<file path="src/rtl/nmi_pkg.sv">
package nmi_pkg;
    localparam int NMI_LEVEL = 16;
    localparam int NMI_LW    = $clog2(NMI_LEVEL + 1);

    typedef enum logic [1:0] {
        PM_RUN   = 2'b00,
        PM_SLEEP = 2'b01,
        PM_STBY  = 2'b10,
        PM_RSVD  = 2'b11
    } pwr_mode_e;
endpackage

</file>
<file path="src/rtl/nmi_sync.sv">
module nmi_sync #(
    parameter int STAGES = 2
) (
    input  logic clk,
    input  logic rst_n,
    input  logic din,
    output logic dout
);
    logic [STAGES-1:0] sh_d, sh_q;

    always_comb begin
        sh_d = {sh_q[STAGES-2:0], din};
    end

    always_ff @(posedge clk or negedge rst_n) begin
        if (!rst_n) sh_q <= '0;
        else        sh_q <= sh_d;
    end

    assign dout = sh_q[STAGES-1];
endmodule

</file>
<file path="src/rtl/nmi_edge.sv">
module nmi_edge #(
    parameter int BLANK_CYC = 20
) (
    input  logic clk,
    input  logic rst_n,
    input  logic pin_s,
    input  logic pol_in,
    output logic hit
);
    localparam int CW = $clog2(BLANK_CYC + 1);

    typedef struct packed {
        logic          prev;
        logic          pol;
        logic [CW-1:0] cnt;
    } edge_st_t;

    edge_st_t st_d, st_q;
    logic     pol_chg;
    logic     match;

    always_comb begin
        st_d    = st_q;
        pol_chg = (pol_in != st_q.pol);
        match   = (pin_s != st_q.prev) && (pin_s == st_q.pol);
        hit     = match && !pol_chg && (st_q.cnt == '0);

        st_d.prev = pin_s;
        st_d.pol  = pol_in;
        if (pol_chg)
            st_d.cnt = CW'(BLANK_CYC);
        else if (st_q.cnt != '0)
            st_d.cnt = st_q.cnt - 1'b1;
    end

    always_ff @(posedge clk or negedge rst_n) begin
        if (!rst_n) begin
            st_q.prev <= 1'b0;
            st_q.pol  <= 1'b1;
            st_q.cnt  <= '0;
        end else begin
            st_q <= st_d;
        end
    end
endmodule

</file>
<file path="src/rtl/nmi_accept.sv">
module nmi_accept
    import nmi_pkg::*;
(
    input  logic      clk,
    input  logic      rst_n,
    input  logic      hit,
    input  logic      off,
    input  logic      blk,
    input  logic      bmask,
    input  pwr_mode_e mode,
    input  logic      ack,
    output logic      pend,
    output logic      wake
);
    typedef struct packed {
        logic pend;
        logic wake;
    } acc_st_t;

    acc_st_t st_d, st_q;
    logic    lowpwr;
    logic    take;

    always_comb begin
        lowpwr    = (mode != PM_RUN);
        take      = hit && !off && (!blk || bmask || lowpwr);
        st_d.pend = take || (st_q.pend && !ack);
        st_d.wake = take && (mode == PM_STBY);
    end

    always_ff @(posedge clk or negedge rst_n) begin
        if (!rst_n) st_q <= '0;
        else        st_q <= st_d;
    end

    assign pend = st_q.pend;
    assign wake = st_q.wake;
endmodule

</file>
<file path="src/rtl/nmi_gate.sv">
module nmi_gate
    import nmi_pkg::*;
#(
    parameter int SYNC_STAGES = 2,
    parameter int BLANK_CYC   = 20
) (
    input  logic              clk,
    input  logic              rst_n,
    input  logic              nmi_pin,
    input  logic              pol_rise,
    input  logic              blk,
    input  logic              blk_mask,
    input  logic              nmi_off,
    input  logic [1:0]        pwr_mode,
    input  logic              ack,
    output logic              req_pend,
    output logic [NMI_LW-1:0] req_level,
    output logic              wake
);
    logic pin_s;
    logic hit;

    nmi_sync #(.STAGES(SYNC_STAGES)) u_sync (
        .clk  (clk),
        .rst_n(rst_n),
        .din  (nmi_pin),
        .dout (pin_s)
    );

    nmi_edge #(.BLANK_CYC(BLANK_CYC)) u_edge (
        .clk   (clk),
        .rst_n (rst_n),
        .pin_s (pin_s),
        .pol_in(pol_rise),
        .hit   (hit)
    );

    nmi_accept u_acc (
        .clk  (clk),
        .rst_n(rst_n),
        .hit  (hit),
        .off  (nmi_off),
        .blk  (blk),
        .bmask(blk_mask),
        .mode (pwr_mode_e'(pwr_mode)),
        .ack  (ack),
        .pend (req_pend),
        .wake (wake)
    );

    assign req_level = req_pend ? NMI_LW'(NMI_LEVEL) : '0;
endmodule

</file>
<file path="config.mk">
export PLATFORM = sky130hd
export DESIGN_NAME = nmi_gate
export DESIGN_NICKNAME = d
export VERILOG_FILES = /design/src/rtl/nmi_pkg.sv /design/src/rtl/nmi_sync.sv /design/src/rtl/nmi_edge.sv /design/src/rtl/nmi_accept.sv /design/src/rtl/nmi_gate.sv
export SDC_FILE = /design/constraint.sdc
export NUM_CORES = 1
export LEC_CHECK = 0
export BUFFER_PORTS_ARGS = -buffer_cell sky130_fd_sc_hd__buf_4
export CORE_AREA = 10 10 47 49
export DETAILED_ROUTE_END_ITERATION = 10
export DIE_AREA = 0 0 57 59
export GPL_TIMING_DRIVEN = 1
export SLEW_MARGIN = 20
export SYNTH_ARGS = -nofsm -noshare
export SYNTH_HDL_FRONTEND = slang
export SYNTH_HIERARCHICAL = 1
export SYNTH_SLANG_ARGS = --single-unit
</file>
<file path="constraint.sdc">
create_clock -name clk -period 3.2 [get_ports clk]
set_clock_uncertainty 0.1 [all_clocks]
set_input_delay 0.96 -clock clk [delete_from_list [all_inputs] [get_ports clk]]
set_output_delay 0.96 -clock clk [all_outputs]
set_load 0.05 [all_outputs]
</file>
After elaboration in Yosys (flattened, before gate mapping)
Index checks and enable logic that the tools add are counted.
{ "word_totals": {"reg_bits": 11, "inputBits": 10, "out_inout_bits": 7, "elab_cells": 32} }
{ "op_classes": {"n_eq_ne": 4, "muxes": 3, "reduce_logical": 18, "n_addsub": 1} }
{ "op_table": {"columns": ["op", "count"], "rows": [
  ["two-way mux 5 bit", 3],
  ["logical AND 1 bit", 7],
  ["logical NOT 5 bit", 1],
  ["nonzero test 5 bit", 1],
  ["subtractor 5 x 1 -> 5 bit, second input constant", 1],
  ["logical NOT 1 bit", 4],
  ["nonzero test 2 bit", 2],
  ["logical OR 1 bit", 3],
  ["equality test 2 bit, second input constant", 1],
  ["!= test 1 bit", 2],
  ["equality test 1 bit", 1]
]} }

Depth between registers and ports, before layout
Gate-level depths: netlist (run 1).
{ "logic_depth": {"ltp_word": 7, "ltp_mapped": 7, "ltp_nobuf": 6} }

Hierarchy
The synthesis (run 1) kept the hierarchy.
{ "modules_own_cells": {"columns": ["mod", "cells_each", "instances", "area_each_um2"], "rows": [
  ["nmi_edge", 31, 1, 331.6],
  ["nmi_accept", 7, 1, 90.1],
  ["nmi_sync", 2, 1, 50.0],
  ["nmi_gate", 6, 1, 41.3]
]} }

Worst setup path before layout (run 1)
No wires, ideal clock.
{ "synth_path": {"kind": "input port to flip-flop", "start": "input port pol_rise", "end": "register u_acc.st_q (netlist bit u_acc/wake)", "setup_ps": 105, "arrival_time_ps": 2052, "path_slack_ps": 943, "stages": 4, "n_path_buf": 0, "required_ps": 2995, "cell_sequence": "or4b_2 > a21oi_1 > inv_1 > nor4b_1"} }
{ "synth_lines": {"columns": ["element", "line_no", "rtl"], "rows": [
  ["start, declared", "nmi_gate.sv:10", "input logic pol_rise,"],
  ["end signal, assigned", "nmi_accept.sv:33", "else st_q <= st_d;"],
  ["end, declared", "nmi_accept.sv:20", "acc_st_t st_d, st_q;"]
]} }

==> results of run 1 <==
==> layout make-up <==
| class | instances | share of cell area |
|---|---|---|
| Clock buffer | 4 | 0.04251 |
| Inverter | 6 | 0.03644 |
| Multi-Input combinational cell | 26 | 0.2955 |
| Sequential cell | 11 | 0.4474 |
| Tap cell | 16 | 0.03239 |
| Timing Repair Buffer | 12 | 0.1457 |
==> final timing paths <==
| path | depth (start not counted) | slack, ns | start | endpoint |
|---|---|---|---|---|
| min in group asynchronous | 1 | 0.41 | rst_n | u_acc/pend |
| max reg2reg | 6 | 1.24 | u_edge/st_q[0] | u_acc/wake |
| min | 0 | 0.26 | u_sync/sh_q[0] | u_sync/sh_q[1] |
| min reg2reg | 0 | 0.26 | u_sync/sh_q[0] | u_sync/sh_q[1] |
| max in group asynchronous | 1 | 2.36 | rst_n | u_edge/st_q[5] |
| max | 5 | 0.99 | pol_rise | u_acc/wake |
==> routing by layer <==
| layer | wire length, um | global-route usage |
|---|---|---|
| met5 | 0 | 0 |
| met4 | 0 | 0.04027 |
| met3 | 75 | 0.04936 |
| met2 | 430 | 0.08682 |
| met1 | 450 | 0.07108 |
==> state kept, by name, summed over array words and instances (netlist names) <==
name         cells
u_edge/st_q      7
u_sync/sh_q      2
u_acc/pend       1
u_acc/wake       1
==> metrics by stage <==
stage / area [um^2] / setup WS, ns / utilization / total power (uW) / std cells
after detailed placement: 591.8 / 0.7073 / 0.4223 / 253.7 / 71
after global placement: 591.8 / 0.7228 / 0.4223 / 253.1 / 71
after CTS: 618.1 / 1.003 / 0.4411 / 349.0 / 75
final: 618.1 / 0.9945 / 0.4411 / 344.6 / 75
after floorplan: 524.3 / 0.9431 / - / 234.7 / 49
after global routing: 618.1 / 0.8899 / 0.4411 / 372.3 / 75
==> cell families (layout without fill, tap and decap cells) <==
family,Yosys count,count (layout),share of synthesized area
buffers and inverters,12,22,0.1268
adders and majority gates,1,1,0.02439
other,1,4,0.007310
DFF,11,11,0.5390
and+or+nand+nor,11,11,0.1585
xor gates and xnor gates,2,2,0.03415
AOI/OAI and AO/OA,8,8,0.1097
==> power by group <==
group	internal (uW)	switching (uW)
logic	33.4	41.1
registers	159	17.2
clock network	48.2	45.7
==> synth_stat cells <==
| cell | n |
|---|---|
| sky130_fd_sc_hd__conb_1 | 1 |
| sky130_fd_sc_hd__dfstp_2 | 1 |
| sky130_fd_sc_hd__nor2_1 | 2 |
| sky130_fd_sc_hd__buf_4 | 5 |
| sky130_fd_sc_hd__ha_1 | 1 |
| sky130_fd_sc_hd__nor4b_2 | 1 |
| sky130_fd_sc_hd__or4b_1 | 1 |
| sky130_fd_sc_hd__nand4b_1 | 1 |
| sky130_fd_sc_hd__nor4b_1 | 1 |
| sky130_fd_sc_hd__o32ai_1 | 1 |
| sky130_fd_sc_hd__xor2_1 | 1 |
| sky130_fd_sc_hd__a211oi_2 | 1 |
| sky130_fd_sc_hd__or4b_2 | 1 |
| sky130_fd_sc_hd__o31ai_1 | 1 |
| sky130_fd_sc_hd__dfrtp_1 | 10 |
| sky130_fd_sc_hd__o21ai_0 | 1 |
| sky130_fd_sc_hd__nand2_1 | 1 |
| sky130_fd_sc_hd__xnor2_1 | 1 |
| sky130_fd_sc_hd__o211ai_1 | 1 |
| sky130_fd_sc_hd__buf_2 | 1 |
| sky130_fd_sc_hd__nand2b_1 | 2 |
| sky130_fd_sc_hd__nor3_1 | 1 |
| sky130_fd_sc_hd__inv_1 | 6 |
| sky130_fd_sc_hd__a21oi_1 | 3 |
==> out/metrics.yaml, run 1 <==
die_area_um2: 3363
grt_pass1_wl_um: 1690
drt-vias-per-instance: 4.773
holdCritPathClass: "flip-flop to flip-flop"
gp_congestion: 0.7214
global_route.usage.total: 0.06512
ys_seq_area_frac: 0.5390
number_of_top_level_design_ports: 17
arrival_ns: 2.27
status: "completed"
synth.lib_cells_used.distinct: 24
worst-endpoint-required_ns: 3.26
initialDrtViolationCount: 1
post-cts-setup-buffers: 0
clk-insertion-delay-late_ns: 0.27
total_negative_slack_for_setup_checks_ns: 0
achievable-frequency_mhz: 453.4
drive_gt1_frac: 0.3220
number_of_antenna_violations_at_the_first_check_in_global_routing: 0
multiInputGateArea_um2: 182.7
cts_resized: 0
synth_area_leaders: "sky130_fd_sc_hd__dfrtp_1 49%, sky130_fd_sc_hd__buf_4 7.3%, sky130_fd_sc_hd__dfstp_2 5.1%, sky130_fd_sc_hd__inv_1 4.4%, sky130_fd_sc_hd__a21oi_1 2.9%"
die-width_um: 57
cts_tree: "yes"
timing.critical_path.cells: "buf_4 -> or4b_2 -> a21oi_1 -> inv_1 -> nor4b_1"
grt_start_max_net_pins: 12
synthesis.area_um2: 513.0
grt_overflow_total: 0
share_of_the_synthesized_area_in_the_top_cell_type: 0.4878
regArea_um2: 276.5
worst_setup_hold_path_clk_slew_ns: 0.08
crit_slowest_cell: "sky130_fd_sc_hd__or4b_2"
cts_hold_repair.buffers: 0
placementRows: 14
cts_num_sinks: 11
dr_total_vias: 358
htree_num_levels: 1
critPathLaunchType: "input port"
grt_pass1_vias: 390
maximum_fanout_encountered_on_the_critical_timing_path: 4
initial_utilization: 0.3661
number_of_max_capacitance_violations_reported: 0
portBuffers: 12
setup-violations-final: 0
syn-instance-count: 46
die-height_um: 59
p_leak_uw: 0.0002782
layout_common_cells: "12 x sky130_fd_sc_hd__buf_4, 10 x sky130_fd_sc_hd__dfrtp_1, 6 x sky130_fd_sc_hd__inv_1, 4 x sky130_fd_sc_hd__conb_1"
detail_route.drc_violations: 0
clock_path_buffers: 2
synth_top_area_cell: "sky130_fd_sc_hd__dfrtp_1"
powerDensity_nw_per_um2: 557.4
layout_commonest_cell: "sky130_fd_sc_hd__buf_4"
core_area_um2: 1401
firstDrtPassIters: 3
fin_hold_ws_ns: 0.2624
finish.net_count: 71
routed_wirelength_um: 956
slew_viol_final: 0
post-route-min-period_ns: 2.206
route.antenna.remaining_nets: 0
timing.critical_path.slowest_cell_delay_ns: 0.65
cp-end-kind: "flip-flop"
vdd_ir_drop_max_v: 0.0002680
worst-path-buf-inv: 2
fillers: 135
finalHoldViolCount: 0
rsz0062_at_grt: "no"
cts-buffers-inserted: 3
synthesized_area_per_cell_um2: 11.15
yosys_register_bits: 11
avgRoutedWirePerCell_um: 12.75
layout-area-overhead-vs-synth_pct: 20.49
dp_hpwl_um: 760.2
ctsRootBufferMaster: "sky130_fd_sc_hd__clkbuf_4"
min_period_over_period: 0.6892
ys_warn_count: 6
worst-setup-path-type: "input port to flip-flop"
path_delay_family: "simple AND/OR/NAND/NOR gates"
diodes: 0
(Power assumes the default switching activity.)
==> run 2: changes to the inputs <==
clock period = 2.2 ns   (was 3.2 ns; I/O delays follow)
==> out/metrics.yaml, run 2 (synthesized netlist as in run 1, its figures left out) <==
core_area_um2: 1401
drive_gt1_frac: 0.3220
cts_hold_repair.buffers: 0
number_of_antenna_violations_at_the_first_check_in_global_routing: 0
drt-vias-per-instance: 4.707
worst-path-buf-inv: 2
path_delay_family: "simple AND/OR/NAND/NOR gates"
routed_wirelength_um: 953
rr_worst_depth: 6
grt_overflow_total: 0
layout_common_cells: "12 x sky130_fd_sc_hd__buf_4, 10 x sky130_fd_sc_hd__dfrtp_1, 6 x sky130_fd_sc_hd__inv_1, 4 x sky130_fd_sc_hd__conb_1"
clock_path_buffers: 2
grt_most_used_layer: "met2"
r2r_slack_ns: 0.24
cts_resized: 0
number_of_max_capacitance_violations_reported: 0
powerDensity_nw_per_um2: 805.0
layout_commonest_cell: "sky130_fd_sc_hd__buf_4"
setup-violations-final: 0
placementRows: 14
clk-insertion-delay-late_ns: 0.26
initial_utilization: 0.3661
htree_num_levels: 1
die-width_um: 57
achievable-frequency_mhz: 509.0
timing.critical_path.slowest_cell_delay_ns: 0.57
cts-buffers-inserted: 3
firstDrtPassIters: 2
slew_viol_final: 0
worst_r2r_endpoint: "u_acc/wake"
grt_util_met2: 0.09767
top_regs: "u_edge/st_q x7, u_sync/sh_q x2"
crit_slowest_cell: "sky130_fd_sc_hd__or4b_1"
diodes: 0
finalHoldViolCount: 0
start_point_of_the_critical_path: "u_edge/st_q[0]"
dp_hpwl_um: 767.4
post-cts-setup-buffers: 0
worst-endpoint-required_ns: 2.25
timing.critical_path.depth: 6
layout_setup_ws_ns: 0.2354
final_area_um2: 618.1
top_register: "u_edge/st_q"
grt_pass1_wl_um: 1683
use_met3: 0.05794
avgRoutedWirePerCell_um: 12.71
die-height_um: 59
gp_congestion: 0.7199
detail_route.drc_violations: 0
number_of_top_level_design_ports: 17
total_negative_slack_for_setup_checks_ns: 0
fillers: 133
portBuffers: 12
cts_tree: "yes"
largest_register_ffs: 7
cp-end-kind: "flip-flop"
maximum_fanout_encountered_on_the_critical_timing_path: 5
layoutNonFillerInstCount: 75
route.antenna.remaining_nets: 0
p_leak_uw: 0.0002782
global_route.usage.total: 0.06337
crit-reg2reg-launch: "u_edge/st_q[0]"
grt_start_max_net_pins: 12
dr_total_vias: 353
post-route-min-period_ns: 1.965
rsz0062_at_grt: "no"
arrival_ns: 2.01
timing.critical_path.cells: "inv_1 -> ha_1 -> or4b_1 -> a21oi_1 -> inv_1 -> nor4b_1"
cts_num_sinks: 11
vdd_ir_drop_max_v: 0.0004969
place_inst: 71
worst_setup_hold_path_clk_slew_ns: 0.07
met1_usage: 0.06373
place_ws_ns: 0.01680
die_area_um2: 3363
placed_inst_area_um2: 591.8
status: "completed"
grt_pass1_vias: 393
critPathLaunchType: "flip-flop"
top_cell_by_count_worst_path: "sky130_fd_sc_hd__inv_1"
layout-area-overhead-vs-synth_pct: 20.49
min_period_over_period: 0.8930
ctsRootBufferMaster: "sky130_fd_sc_hd__clkbuf_4"
initialDrtViolationCount: 3
holdCritPathClass: "input port to asynchronous set/reset pin"
worst-setup-path-type: "flip-flop to flip-flop"
finish.net_count: 71
[run 2: cell counts in the layout (fill, tap and decap cells not counted)]
No cell type changed its count.
[run 2: routing by layer]
layer | vias to the layer above | part of all wire | routed length, um
met2 | 14 | 0.47 | 444
met5 | - | 0 | 0
met1 | 167 | 0.41 | 394
met4 | 0 | 0 | 0
met3 | 0 | 0.12 | 114
li1 | 172 | - | -
[run 2: cell type report]
cell class | count | area [um^2] | area share
Timing Repair Buffer | 12 | 90.09 | 0.1457
Tap cell | 16 | 20.02 | 0.03239
Multi-Input combinational cell | 26 | 182.7 | 0.2955
Inverter | 6 | 22.52 | 0.03644
Sequential cell | 11 | 276.5 | 0.4474
Clock buffer | 4 | 26.28 | 0.04251
[run 2: worst max path at each step]
stage                             to  slack (ns)
final                     u_acc/wake        0.24
after global placement    u_acc/wake        0.02
after global routing      u_acc/wake        0.05
after floorplan           u_acc/wake        0.24
after CTS                 u_acc/wake        0.22
after detailed placement  u_acc/wake        0.02
[run 2: metrics by stage]
step	utilization	power (uW)	hold WS, ns
2_1_floorplan	-	341.4	0.2312
3_3_place_gp	0.4223	368.3	0.2504
3_5_place_dp	0.4223	369.2	0.2456
4_1_cts	0.4411	509.4	0.1076
5_1_grt	0.4411	541.6	0.09941
6_report	0.4411	497.5	0.1163
[run 2: worst register-to-register path, stage by stage (launching register included)]
cell and delay (ns):
sky130_fd_sc_hd__dfrtp_1 0.40, sky130_fd_sc_hd__inv_1 0.07, sky130_fd_sc_hd__ha_1 0.17, sky130_fd_sc_hd__or4b_1 0.57
sky130_fd_sc_hd__a21oi_1 0.17, sky130_fd_sc_hd__inv_1 0.07, sky130_fd_sc_hd__nor4b_1 0.30
[run 2: where the power goes]
part	internal [uW]	switching, uW
sequential	231	25.1
combinational	48.5	59.6
clock	70.0	63.1
total	350	148
==> run 3: changes to the inputs <==
--- a/config.mk
+++ b/config.mk
@@ -7,4 +7,5 @@
 export LEC_CHECK = 0
 export BUFFER_PORTS_ARGS = -buffer_cell sky130_fd_sc_hd__buf_4
+export CAP_MARGIN = 30
 export CORE_AREA = 10 10 47 49
 export DETAILED_ROUTE_END_ITERATION = 10
==> constraint.sdc (replaced) <==
create_clock -name clk -period 2.2 [get_ports clk]
set_clock_uncertainty 0.1 [all_clocks]
set_input_delay 0.33 -clock clk [delete_from_list [all_inputs] [get_ports clk]]
set_output_delay 0.33 -clock clk [all_outputs]
set_load 0.05 [all_outputs]
==> out/metrics.yaml, run 3 (synthesized netlist as in run 1, its figures left out) <==
status: "completed"
critPathLaunchType: "flip-flop"
timing.critical_path.slowest_cell_delay_ns: 0.57
placed_inst_area_um2: 591.8
gp_congestion: 0.6641
min_period_over_period: 0.8807
p_leak_uw: 0.0002824
drt-vias-per-instance: 4.868
routed_wirelength_um: 973
final_area_um2: 628.1
seq_power_share: 0.511
power_switching_share: 0.3031
diodes: 0
setup-violations-final: 0
initial_utilization: 0.3661
grt_overflow_total: 0
worst-endpoint-required_ns: 2.26
layout_commonest_cell: "sky130_fd_sc_hd__buf_4"
route.antenna.remaining_nets: 0
cts-buffers-inserted: 3
layout_common_cells: "12 x sky130_fd_sc_hd__buf_4, 10 x sky130_fd_sc_hd__dfrtp_1, 6 x sky130_fd_sc_hd__inv_1, 4 x sky130_fd_sc_hd__conb_1"
top_register: "u_edge/st_q"
place_ws_ns: 0.2498
die_area_um2: 3363
number_of_top_level_design_ports: 17
layout-area-overhead-vs-synth_pct: 22.44
firstDrtPassIters: 4
clock_power_share: 0.266
largest_register_ffs: 7
worst-path-buf-inv: 2
ctsRootBufferMaster: "sky130_fd_sc_hd__clkbuf_4"
path_delay_family: "simple AND/OR/NAND/NOR gates"
avgRoutedWirePerCell_um: 12.80
clock_path_buffers: 2
holdCritPathClass: "input port to flip-flop"
top_regs: "u_edge/st_q x7, u_sync/sh_q x2"
finish.net_count: 72
slew_viol_final: 0
maximum_fanout_encountered_on_the_critical_timing_path: 5
power.combinational.fraction: 0.223
finalHoldViolCount: 0
rsz0062_at_grt: "no"
detail_route.drc_violations: 0
die-width_um: 57
grt_pass1_vias: 415
achievable-frequency_mhz: 516.1
placementRows: 14
worst_setup_hold_path_clk_slew_ns: 0.07
worst-setup-path-type: "flip-flop to flip-flop"
core_area_um2: 1401
arrival_ns: 2.00
cts_tree: "yes"
grt_start_max_net_pins: 12
timing.critical_path.cells: "inv_1 -> ha_1 -> or4b_1 -> a21oi_1 -> inv_1 -> nor4b_1"
number_of_antenna_violations_at_the_first_check_in_global_routing: 0
powerDensity_nw_per_um2: 802.3
p_int_uw: 351.2
global_route.usage.total: 0.06106
vdd_ir_drop_max_v: 0.0005073
crit_slowest_cell: "sky130_fd_sc_hd__or4b_1"
cp-end-kind: "flip-flop"
htree_num_levels: 1
dr_total_vias: 370
initialDrtViolationCount: 1
layout_setup_ws_ns: 0.2625
portBuffers: 12
total_negative_slack_for_setup_checks_ns: 0
p_sw_uw: 152.7
die-height_um: 59
top_cell_by_count_worst_path: "sky130_fd_sc_hd__inv_1"
fillers: 145
clk-insertion-delay-late_ns: 0.26
post-route-min-period_ns: 1.937
grt_pass1_wl_um: 1662
number_of_max_capacitance_violations_reported: 0
cts_num_sinks: 11
dp_hpwl_um: 789.3
drive_gt1_frac: 0.3167
run 3: area by class of cell:
cell class                      instances  area (um^2)  share of cell area
Sequential cell                        11        276.5              0.4402
Tap cell                               16        20.02             0.03187
Clock buffer                            4        26.28             0.04183
Timing Repair Buffer                   13        100.1              0.1594
Inverter                                6        22.52             0.03586
Multi-Input combinational cell         26        182.7              0.2908
run 3: per-layer routing:
layer	vias to the layer above	track usage	wire length (um)
li1	176	-	-
met1	180	0.06334	440
met2	14	0.09147	432
met3	0	0.04936	100
met4	0	0.02013	0
met5	-	0	0
run 3: what timing repair did:
action	CTS	global route
buffers inserted	0	0
hold buffers	1	0
gates resized for setup	0	0
hold endpoints to repair	11	0
run 3: worst paths after layout:
path | start | end | cells after the start | slack, ns
min in group asynchronous | rst_n | u_acc/pend | 2 | 0.33
worst min-delay path | nmi_pin | u_sync/sh_q[0] | 1 | 0.07
worst max-delay path | u_edge/st_q[0] | u_acc/wake | 6 | 0.26
worst min register to register | u_sync/sh_q[0] | u_sync/sh_q[1] | 0 | 0.26
worst max register to register | u_edge/st_q[0] | u_acc/wake | 6 | 0.26
max in group asynchronous | rst_n | u_edge/st_q[5] | 2 | 1.45
run 3: worst register-to-register path, cell delays in order, from the launching register on:
cell and delay (ns):
sky130_fd_sc_hd__dfrtp_1 0.41, sky130_fd_sc_hd__inv_1 0.07, sky130_fd_sc_hd__ha_1 0.18, sky130_fd_sc_hd__or4b_1 0.57
sky130_fd_sc_hd__a21oi_1 0.17, sky130_fd_sc_hd__inv_1 0.07, sky130_fd_sc_hd__nor4b_1 0.27
run 3: per-stage QoR:
stage / util / std cells / hold WS (ns) / total power (uW)
after floorplan: - / 49 / -0.06559 / 341.4
after global placement: 0.4223 / 71 / 0.07086 / 367.5
after detailed placement: 0.4223 / 71 / 0.07009 / 371.1
after CTS: 0.4482 / 76 / 0.06291 / 510.3
after global routing: 0.4482 / 76 / 0.06057 / 535.1
final: 0.4482 / 76 / 0.07118 / 503.9
run 3: power groups by stage:
stage / clock [uW] / combinational (uW) / sequential [uW]
2_1_floorplan: 0 / 87.7 / 254
3_3_place_gp: 0 / 107 / 261
3_5_place_dp: 0 / 112 / 260
4_1_cts: 141 / 113 / 256
5_1_grt: 148 / 128 / 259
6_report: 134 / 112 / 257
